<file path="src/rtl/cfg_retry_pkg.sv">
package cfg_retry_pkg;
  localparam int unsigned DW = 32;
  localparam logic [2:0] CPL_OK  = 3'd0;
  localparam logic [2:0] CPL_CRS = 3'd2;
  localparam logic [DW-1:0] SV_WORD   = 32'hFFFF_0001;
  localparam logic [DW-1:0] FAIL_WORD = 32'hFFFF_FFFF;

  typedef enum logic [2:0] {
    ST_IDLE, ST_ISSUE, ST_WAIT, ST_GAP, ST_RC_ISSUE, ST_RC_WAIT, ST_RESP
  } state_e;

  typedef struct packed {
    logic          write;
    logic [7:0]    bus;
    logic [4:0]    dev;
    logic [2:0]    func;
    logic [11:0]   off;
    logic [1:0]    size;
    logic [DW-1:0] wdata;
  } req_t;
endpackage

</file>
<file path="src/rtl/cfg_addr_pack.sv">
module cfg_addr_pack
  import cfg_retry_pkg::*;
(
  input  req_t        req_i,
  output logic [31:0] addr_o,
  output logic [3:0]  be_o
);
  logic [3:0] base_be;

  assign addr_o = {4'b0, req_i.bus, req_i.dev, req_i.func, req_i.off[11:2],
                   1'b0, (req_i.bus != 8'd0)};

  always_comb begin
    case (req_i.size)
      2'd0:    base_be = 4'b0001;
      2'd1:    base_be = 4'b0011;
      default: base_be = 4'b1111;
    endcase
    if (req_i.size[1]) be_o = 4'b1111;
    else               be_o = base_be << req_i.off[1:0];
  end
endmodule

</file>
<file path="src/rtl/cfg_rsp_align.sv">
module cfg_rsp_align
  import cfg_retry_pkg::*;
(
  input  logic [DW-1:0] raw_i,
  input  logic [1:0]    size_i,
  input  logic [1:0]    lane_i,
  input  logic          write_i,
  output logic [DW-1:0] data_o
);
  logic [DW-1:0] shifted;

  always_comb begin
    shifted = raw_i >> {lane_i, 3'b000};
    if (write_i) data_o = '0;
    else begin
      case (size_i)
        2'd0:    data_o = {24'b0, shifted[7:0]};
        2'd1:    data_o = {16'b0, shifted[15:0]};
        default: data_o = raw_i;
      endcase
    end
  end
endmodule

</file>
<file path="src/rtl/cfg_retry_ctrl.sv">
module cfg_retry_ctrl
  import cfg_retry_pkg::*;
#(
  parameter int unsigned LIM_W      = 8,
  parameter int unsigned GAP_W      = 16,
  parameter int unsigned BUDGET_CYC = 50_000_000
) (
  input  logic             clk_i,
  input  logic             rst_ni,
  input  logic             req_valid_i,
  input  req_t             req_i,
  input  logic             sv_en_i,
  input  logic [LIM_W-1:0] retry_limit_i,
  input  logic [GAP_W-1:0] retry_gap_i,
  input  logic             cpl_valid_i,
  input  logic [2:0]       cpl_status_i,
  input  logic [DW-1:0]    cpl_data_i,
  input  logic             rc_ack_i,
  input  logic [DW-1:0]    rc_rdata_i,
  output req_t             req_o,
  output logic             busy_o,
  output logic             dn_valid_o,
  output logic             rc_valid_o,
  output logic             rsp_valid_o,
  output logic [DW-1:0]    raw_o,
  output logic             err_o,
  output logic             abort_o
);
  localparam int unsigned EL_W = $clog2(BUDGET_CYC + 1);
  localparam logic [EL_W-1:0] BUDGET = EL_W'(BUDGET_CYC);

  state_e           state_q;
  req_t             req_q;
  logic [LIM_W-1:0] tries_q;
  logic [GAP_W-1:0] gap_q;
  logic [EL_W-1:0]  elapsed_q;
  logic [DW-1:0]    raw_q;
  logic             err_q, abort_q;
  logic             sv_hit, may_retry;

  assign sv_hit    = sv_en_i && !req_q.write && (req_q.off[11:2] == 10'd0);
  assign may_retry = (tries_q < retry_limit_i) && (elapsed_q < BUDGET);

  always_ff @(posedge clk_i or negedge rst_ni) begin
    if (!rst_ni) begin
      state_q   <= ST_IDLE;
      req_q     <= '0;
      tries_q   <= '0;
      gap_q     <= '0;
      elapsed_q <= '0;
      raw_q     <= '0;
      err_q     <= 1'b0;
      abort_q   <= 1'b0;
    end else begin
      if (state_q != ST_IDLE && elapsed_q < BUDGET) elapsed_q <= elapsed_q + 1'b1;
      case (state_q)
        ST_IDLE: if (req_valid_i) begin
          req_q     <= req_i;
          tries_q   <= '0;
          elapsed_q <= '0;
          err_q     <= 1'b0;
          raw_q     <= '0;
          state_q   <= (req_i.bus == 8'd0) ? ST_RC_ISSUE : ST_ISSUE;
        end
        ST_ISSUE:    state_q <= ST_WAIT;
        ST_RC_ISSUE: state_q <= ST_RC_WAIT;
        ST_RC_WAIT: if (rc_ack_i) begin
          raw_q   <= rc_rdata_i;
          state_q <= ST_RESP;
        end
        ST_WAIT: if (cpl_valid_i) begin
          if (cpl_status_i == CPL_OK) begin
            raw_q   <= cpl_data_i;
            state_q <= ST_RESP;
          end else if (cpl_status_i == CPL_CRS && sv_hit) begin
            raw_q   <= SV_WORD;
            state_q <= ST_RESP;
          end else if (cpl_status_i == CPL_CRS && may_retry) begin
            tries_q <= tries_q + 1'b1;
            gap_q   <= retry_gap_i;
            state_q <= ST_GAP;
          end else begin
            raw_q   <= FAIL_WORD;
            err_q   <= 1'b1;
            abort_q <= 1'b1;
            state_q <= ST_RESP;
          end
        end
        ST_GAP: begin
          if (gap_q == '0) state_q <= ST_ISSUE;
          else             gap_q   <= gap_q - 1'b1;
        end
        ST_RESP: state_q <= ST_IDLE;
        default: state_q <= ST_IDLE;
      endcase
    end
  end

  assign req_o       = req_q;
  assign busy_o      = (state_q != ST_IDLE);
  assign dn_valid_o  = (state_q == ST_ISSUE);
  assign rc_valid_o  = (state_q == ST_RC_ISSUE);
  assign rsp_valid_o = (state_q == ST_RESP);
  assign raw_o       = raw_q;
  assign err_o       = err_q;
  assign abort_o     = abort_q;

  // no re-issue beyond the programmed limit
  p_retry_bound_r8: assert property (@(posedge clk_i) disable iff (!rst_ni)
    dn_valid_o |-> (tries_q <= retry_limit_i));
  // an issue is a single-cycle pulse
  p_issue_pulse_r7: assert property (@(posedge clk_i) disable iff (!rst_ni)
    dn_valid_o |=> !dn_valid_o);
  // response is one cycle and frees the block
  p_rsp_pulse_r1: assert property (@(posedge clk_i) disable iff (!rst_ni)
    rsp_valid_o |=> (!rsp_valid_o && !busy_o));
  // abort never clears outside reset
  p_abort_sticky_r13: assert property (@(posedge clk_i) disable iff (!rst_ni)
    abort_o |=> abort_o);
endmodule

</file>
<file path="src/rtl/cfg_retry_engine.sv">
module cfg_retry_engine
  import cfg_retry_pkg::*;
#(
  parameter int unsigned LIM_W      = 8,
  parameter int unsigned GAP_W      = 16,
  parameter int unsigned BUDGET_CYC = 50_000_000
) (
  input  logic             clk_i,
  input  logic             rst_ni,
  input  logic             req_valid_i,
  input  logic             req_write_i,
  input  logic [7:0]       req_bus_i,
  input  logic [4:0]       req_dev_i,
  input  logic [2:0]       req_func_i,
  input  logic [11:0]      req_off_i,
  input  logic [1:0]       req_size_i,
  input  logic [31:0]      req_wdata_i,
  output logic             busy_o,
  input  logic             sv_en_i,
  input  logic [LIM_W-1:0] retry_limit_i,
  input  logic [GAP_W-1:0] retry_gap_i,
  output logic             dn_valid_o,
  output logic             dn_write_o,
  output logic [31:0]      dn_addr_o,
  output logic [3:0]       dn_be_o,
  output logic [31:0]      dn_wdata_o,
  input  logic             cpl_valid_i,
  input  logic [2:0]       cpl_status_i,
  input  logic [31:0]      cpl_data_i,
  output logic             rc_valid_o,
  output logic             rc_write_o,
  output logic [31:0]      rc_addr_o,
  output logic [3:0]       rc_be_o,
  output logic [31:0]      rc_wdata_o,
  input  logic             rc_ack_i,
  input  logic [31:0]      rc_rdata_i,
  output logic             rsp_valid_o,
  output logic [31:0]      rsp_data_o,
  output logic             rsp_err_o,
  output logic             abort_o
);
  req_t        req_in, req_cur;
  logic [31:0] raw, addr;
  logic [3:0]  be;

  assign req_in = '{write: req_write_i, bus: req_bus_i, dev: req_dev_i,
                    func: req_func_i, off: req_off_i, size: req_size_i,
                    wdata: req_wdata_i};

  cfg_retry_ctrl #(.LIM_W(LIM_W), .GAP_W(GAP_W), .BUDGET_CYC(BUDGET_CYC)) u_ctrl (
    .clk_i, .rst_ni,
    .req_valid_i, .req_i(req_in),
    .sv_en_i, .retry_limit_i, .retry_gap_i,
    .cpl_valid_i, .cpl_status_i, .cpl_data_i,
    .rc_ack_i, .rc_rdata_i,
    .req_o(req_cur), .busy_o, .dn_valid_o, .rc_valid_o, .rsp_valid_o,
    .raw_o(raw), .err_o(rsp_err_o), .abort_o
  );

  cfg_addr_pack u_pack (.req_i(req_cur), .addr_o(addr), .be_o(be));

  cfg_rsp_align u_align (
    .raw_i(raw), .size_i(req_cur.size), .lane_i(req_cur.off[1:0]),
    .write_i(req_cur.write), .data_o(rsp_data_o)
  );

  assign dn_write_o = req_cur.write;
  assign dn_addr_o  = addr;
  assign dn_be_o    = be;
  assign dn_wdata_o = req_cur.wdata;
  assign rc_write_o = req_cur.write;
  assign rc_addr_o  = addr;
  assign rc_be_o    = be;
  assign rc_wdata_o = req_cur.wdata;

  // the stored request stays put for the whole transaction
  p_addr_stable_r7: assert property (@(posedge clk_i) disable iff (!rst_ni)
    (busy_o && $past(busy_o)) |-> ($stable(dn_addr_o) && $stable(dn_wdata_o)));
  // a failed response is accompanied by the sticky flag
  p_err_abort_r5: assert property (@(posedge clk_i) disable iff (!rst_ni)
    (rsp_valid_o && rsp_err_o) |-> abort_o);
  // downstream accesses always carry the downstream type bit
  p_dn_type_r3: assert property (@(posedge clk_i) disable iff (!rst_ni)
    dn_valid_o |-> (dn_addr_o[0] && !rc_valid_o));
endmodule

</file>
<file path="config.mk">
export PLATFORM = sky130hd
export DESIGN_NAME = cfg_retry_engine
export DESIGN_NICKNAME = d
export VERILOG_FILES = /design/src/rtl/cfg_retry_pkg.sv /design/src/rtl/cfg_addr_pack.sv /design/src/rtl/cfg_rsp_align.sv /design/src/rtl/cfg_retry_ctrl.sv /design/src/rtl/cfg_retry_engine.sv
export SDC_FILE = /design/constraint.sdc
export NUM_CORES = 1
export LEC_CHECK = 0
export BUFFER_PORTS_ARGS = -buffer_cell sky130_fd_sc_hd__buf_2
export CORE_MARGIN = 1.5
export CORE_UTILIZATION = 45
export CTS_CLUSTER_DIAMETER = 30
export DETAILED_ROUTE_END_ITERATION = 6
export GPL_TIMING_DRIVEN = 0
export PLACE_DENSITY_LB_ADDON = 0.08
export SLEW_MARGIN = 10
export SYNTH_ARGS = -nofsm -noshare
export SYNTH_HDL_FRONTEND = slang
export SYNTH_SLANG_ARGS = --single-unit
</file>
<file path="constraint.sdc">
create_clock -name clk_i -period 3.6 [get_ports clk_i]
set_clock_uncertainty 0.1 [all_clocks]
set_input_delay 0.72 -clock clk_i [delete_from_list [all_inputs] [get_ports clk_i]]
set_output_delay 0.72 -clock clk_i [all_outputs]
set_load 0.01 [all_outputs]
</file>
[After elaboration in Yosys (flattened, before gate mapping)]
Cells that the tools add are included.
Storage, ports and cells
  bits in writable memories: 0
  memories: 0
  output and inout bits: 176
  flip-flop bits (word level): 150
  bits in latches: 0
  logic and storage cells: 108
  bits in read-only memories: 0
Operators by class
  equality and inequality tests: 18
  shift operators: 2
  order comparisons: 2
  multipliers: 0
  bitwise logic cells: 3
  add/subtract/negate cells: 3
  multiplexer cells: 41
  reduce and logical (&&, ||, !) cells: 25
  div/mod/pow operators: 0
Operators with widths (count)
  $mux 32: 7
  $pmux 32 s3: 1
  $mux 16: 5
  $mux 26: 3
  $pmux 32 s2: 1
  $mux 8: 5
  $pmux 16 s2: 1
  $shr 32x5->16: 1
  $add 26x1->26 const B: 1
  $lt 26x26->1 const B: 1
  $mux 3: 8
  $pmux 3 s6: 1
  $reduce_and 6->1: 3
  $logic_not 16->1: 1
  $pmux 8 s2: 1
  $sub 16x1->16 const B: 1
  $ne 2x2->1 const B: 7
  $logic_not 10->1: 1
  $reduce_and 5->1: 2
  $eq 3x2->1 const B: 3
  $eq 3x3->1 const B: 3
  $add 8x1->8 const B: 1
  $logic_not 8->1: 1
  $lt 8x8->1: 1
  other kinds (19): 34

[Depth between registers and ports, before layout]
  depth in word-level cells: 8
  depth in mapped cells: 10
  mapped depth without buffers: 8

[By module]
A second synthesis with hierarchy kept.
Second synthesis, totals
  cells, all modules: 1078
  area, all modules: 9023.7 µm²
By module, submodules not included
  cfg_retry_ctrl: area each 7528.5 µm², instances 1, cells each 859
  cfg_rsp_align: area each 680.7 µm², instances 1, cells each 106
  cfg_retry_engine: area each 518.0 µm², instances 1, cells each 69
  cfg_addr_pack: area each 296.5 µm², instances 1, cells each 44

[Worst setup path after synthesis]
Ideal clock, no wire load.
  path type: in2reg
  from: input port retry_limit_i[7]
  to: register u_ctrl.raw_q[13] (netlist: u_ctrl.raw_o[13])
  cell stages on the path: 9
  buffers on the path: 1
  arrival: 2.735 ns
  setup slack: 0.640 ns
  required time: 3.375 ns
  cell sequence: inv_1 -> ha_1 -> a221oi_1 -> o211ai_1 -> o21ba_2 -> nand3_1 -> o21ai_1 -> clkbuf_1 -> mux2_2
Between the ends
  longest elaborated chain between the ends: 5
Ends and longest elaborated chain
  start, declared: line cfg_retry_engine.sv:20  | input logic [LIM_W-1:0] retry_limit_i,
  $lt 8x8->1: line cfg_retry_ctrl.sv:42  | assign may_retry = (tries_q < retry_limit_i) && (elapsed_q < BUDGET);
  $logic_and 1x1->1: line cfg_retry_ctrl.sv:42
  $logic_and 1x1->1: line cfg_retry_ctrl.sv:78  | end else if (cpl_status_i == CPL_CRS && may_retry) begin
  $ne 4x2->1 (no line)
  $reduce_and 5->1 (no line)
  end signal, assigned: line cfg_retry_ctrl.sv:68  | raw_q <= rc_rdata_i;
  end signal, assigned: line cfg_retry_ctrl.sv:73  | raw_q <= cpl_data_i;
  end, declared: line cfg_retry_ctrl.sv:37  | logic [DW-1:0] raw_q;
No other way between the ends.
A chain may end at the register's enable or synchronous reset.

[Final worst setup path]
  from: register u_ctrl.req_q, in the netlist u_ctrl.req_o[34]
  to: output port rsp_data_o[1]
Between the ends
  longest elaborated chain between the ends: 3
Ends and longest elaborated chain
  start, declared: line cfg_retry_ctrl.sv:33  | req_t req_q;
  start signal, assigned: line cfg_retry_ctrl.sv:58  | req_q <= req_i;
  $shr 32x5->16: line cfg_rsp_align.sv:13  | shifted = raw_i >> {lane_i, 3'b000};
  $pmux 32 s2: line cfg_rsp_align.sv:16  | case (size_i)
  $mux 32: line cfg_rsp_align.sv:14  | if (write_i) data_o = '0;
  end, declared: line cfg_retry_engine.sv:38  | output logic [31:0] rsp_data_o,
No other way between the ends.

==> reports/qor.csv <==
metric,value,unit
initial antenna violation count,2,
Yosys reg bits,150,
Synth cell types,68,
CP max-delay cell,buf_1,
minimum clock period after layout,3337,ps
crit path max fanout,10,
H-tree levels,4,
placed inst area,11140,sq um
R2R cell count,8,
"Cell Area, Synth",9115,sq um
I/O Buffers,325,
fin crit share,92.68,%
crit path launch type,flop,
area grow syn2layout,28.47,%
Post-DP HPWL,21.57,mm
WL met3,1.828,mm
max_cap viols,0,
CP Data Required Time,2780,ps
Yosys top cell area share,41.18,%
vias post-DR,8760,
Yosys Warn Count,0,
number of flops mapped to enable cells by yosys,0,
GRT Total Usage,26.80,%
"CTS clk-pin slew, worst paths",60,ps
max frequency,299.7,MHz
P per Cell Area,819.4,nW/um^2
fin nets,1613,
Die Area,21120,sq um
outcome,"complete, no violations",
clock tree root driver cell,clkbuf_16,
# Post-CTS Setup Buffers,0,
Syn Inst Count,1089,
Async SR Flop Fraction,100.0,%
setup violators final,0,
Worst Hold Class,in2async,
core area,19650,sq um
post-synthesis sequential area ratio,41.18,%
via/cell ratio,5.090,
Rows,51,
Worst-Skew Late Latency,430,ps
TritonCTS buffer count,17,
first-pass GRT wire length,44.78,mm
hold_ws,142.7,ps
CP Capture Type,output pin,
routed wl met2,13.47,mm
DR pass1 iterations,5,
drt first-iter violations,486,
Fin Setup TNS,0,ps
wl on met1,11.94,mm
Die Span X,145.3,um
Antenna Nets Post-Route,0,
chip height,145.3,um
fin cells,1721,
Sink Count,150,
CP Class,reg2out,
Synth area leader,dfrtp_1,
hold_buf cts,0,
synthesized area per cell,8.370,sq um
worst path cell trace,clkbuf_1 > buf_1 > mux2i_1 > a21oi_1 > nor2_1 > nor3_1 > buf_2,
synth top area cells,"dfrtp_1 (41%), buf_4 (11%), nand2_1 (10%), nor2_1 (3.3%), o21ai_0 (2.9%)",
Final Slew Violations,0,
Inst Count DP,1689,
top_reg_cell synth,dfrtp_1,
Hold Fails Final Rpt,0,
GRT overflow,0,
uppermost layer routed,met4,
layout cell share with drive strength beyond 1,35.88,%
largest net degree at the start of global routing,89,
Peak supply drop,437.5,uV
relative slew slack,27.72,%
# DRC,0,
DR WL/cell,16.22,um
Pleak,6.111,nW
RSZ-0062 raised after global routing,no,
Starting Density,46.38,%
CTS tree,built,
Worst Tran Pin Value,1076,ps
Pwr Total,9.595,mW
"Gates resized, CTS repair",0,
CTS max path bufs,2,
Crit path arrival time,2520,ps
vias in the first global route,8401,
# IOs,336,
Final Instance Area,11710,sq um
final WL,27.91,mm
max incr delay on CP,540,ps
routability congestion estimate,0.8819,
## power by group
part           internal, mW  switching (mW)  total (mW)
clock network          1.01           0.724        1.74
logic                  2.35            2.56        4.91
registers              2.31           0.637        2.95
total                  5.68            3.92        9.60
## critical path, delay by kind of cell (launching register included)
| kind | cells | cell delay [ps] |
|---|---|---|
| mux | 1 | 170 |
| simple gates | 2 | 400 |
| compound gates | 1 | 180 |
| flops | 1 | 320 |
| buf+inv | 3 | 1020 |
## layout make-up
| type | count | area [sq um] |
|---|---|---|
| Clock inverter | 13 | 133.9 |
| Fill cell | 1838 | 7944 |
| Antenna cell | 1 | 2.502 |
| Inverter | 18 | 67.56 |
| Timing Repair Buffer | 326 | 1664 |
| Buffer | 181 | 1221 |
| Tap cell | 265 | 331.6 |
| Multi-Input combinational cell | 749 | 4106 |
| Clock buffer | 18 | 429.2 |
| Sequential cell | 150 | 3754 |
## cell usage after synthesis (4+ instances only)
cell type / number
a21oi_1: 34
nor3_1: 27
mux2_2: 16
clkbuf_1: 42
a22oi_1: 11
a221o_1: 17
dfrtp_1: 150
nand3_1: 19
nor2b_1: 5
a31oi_1: 11
o211ai_1: 15
and2_1: 36
nor2_1: 81
and3_1: 7
ha_1: 10
or4_1: 4
nor4_1: 8
nand2_1: 251
xor2_1: 6
mux2i_1: 10
nand4_1: 6
buf_4: 132
nand2b_1: 27
inv_1: 18
o31ai_1: 13
nor3b_1: 4
o2111ai_1: 4
o21ai_0: 52
or3_1: 10
## metal layers
metal	vias to the layer above	track usage [%]
met5	-	0
met4	0	8.622
met3	44	5.220
met2	357	45.21
met1	4063	34.61
li1	4296	-
## cells in the final DEF, fill, tap and decap left out, types with 4 or more instances in the layout
cell type / synthesis / final
o21ai_0: 52 / 52
nand2b_1: 27 / 27
buf_4: 132 / 132
conb_1: 1 / 10
nor3b_1: 4 / 4
mux2i_1: 10 / 10
o31ai_1: 13 / 13
nor4_1: 8 / 8
nor3_1: 27 / 27
a21oi_1: 34 / 34
ha_1: 10 / 10
or3_1: 10 / 10
xor2_1: 6 / 6
nand3_1: 19 / 19
inv_1: 18 / 18
clkbuf_1: 42 / 43
clkbuf_16: 0 / 17
nor2b_1: 5 / 5
o2111ai_1: 4 / 4
a221o_1: 17 / 17
nand2_1: 251 / 251
and2_1: 36 / 36
clkinv_2: 0 / 5
nor2_1: 81 / 81
nand4_1: 6 / 6
a31oi_1: 11 / 11
dfrtp_1: 150 / 150
mux2_2: 16 / 16
buf_2: 1 / 325
and3_1: 7 / 7
a22oi_1: 11 / 11
o211ai_1: 15 / 15
or4_1: 4 / 4
## cell families (layout without fill, tap and decap cells)
family,after synthesis,in the layout,synth area share (%)
AOI/OAI and AO/OA,192,192,14.03
xor gates and xnor gates,7,7,0.6726
adders and majority gates,10,10,1.373
buffers and inverters,199,556,14.14
DFF,150,150,41.18
muxes,26,26,3.075
other,1,11,0.04114
and+or+nand+nor,504,504,25.49
## sequential cells by signal, indices dropped and copies added, names as in the netlist
register	cells
u_ctrl.req_o	63
u_ctrl.raw_o	32
u_ctrl.abort_o	1
u_ctrl.state_q	3
u_ctrl.err_o	1
u_ctrl.gap_q	16
u_ctrl.tries_q	8
u_ctrl.elapsed_q	26
## worst paths after layout
path                              startpoint          endpoint  slack [ps]
max in group asynchronous             rst_ni   u_ctrl.gap_q[4]        2450
min in group clk_i            u_ctrl.abort_o    u_ctrl.abort_o         360
min                                   rst_ni   u_ctrl.req_o[1]         140
max                         u_ctrl.req_o[34]     rsp_data_o[1]         260
min reg2reg                   u_ctrl.abort_o    u_ctrl.abort_o         360
max reg2reg                u_ctrl.state_q[1]  u_ctrl.req_o[34]         330
## stage by stage
stage	utilization, %	worst slack (ps)
2_1_floorplan	-	640.4
3_3_place_gp	56.51	-630.3
3_5_place_dp	56.70	-15.93
4_1_cts	59.57	258.3
5_1_grt	59.58	91.45
6_report	59.58	263.4
(Power assumes the default switching activity.)
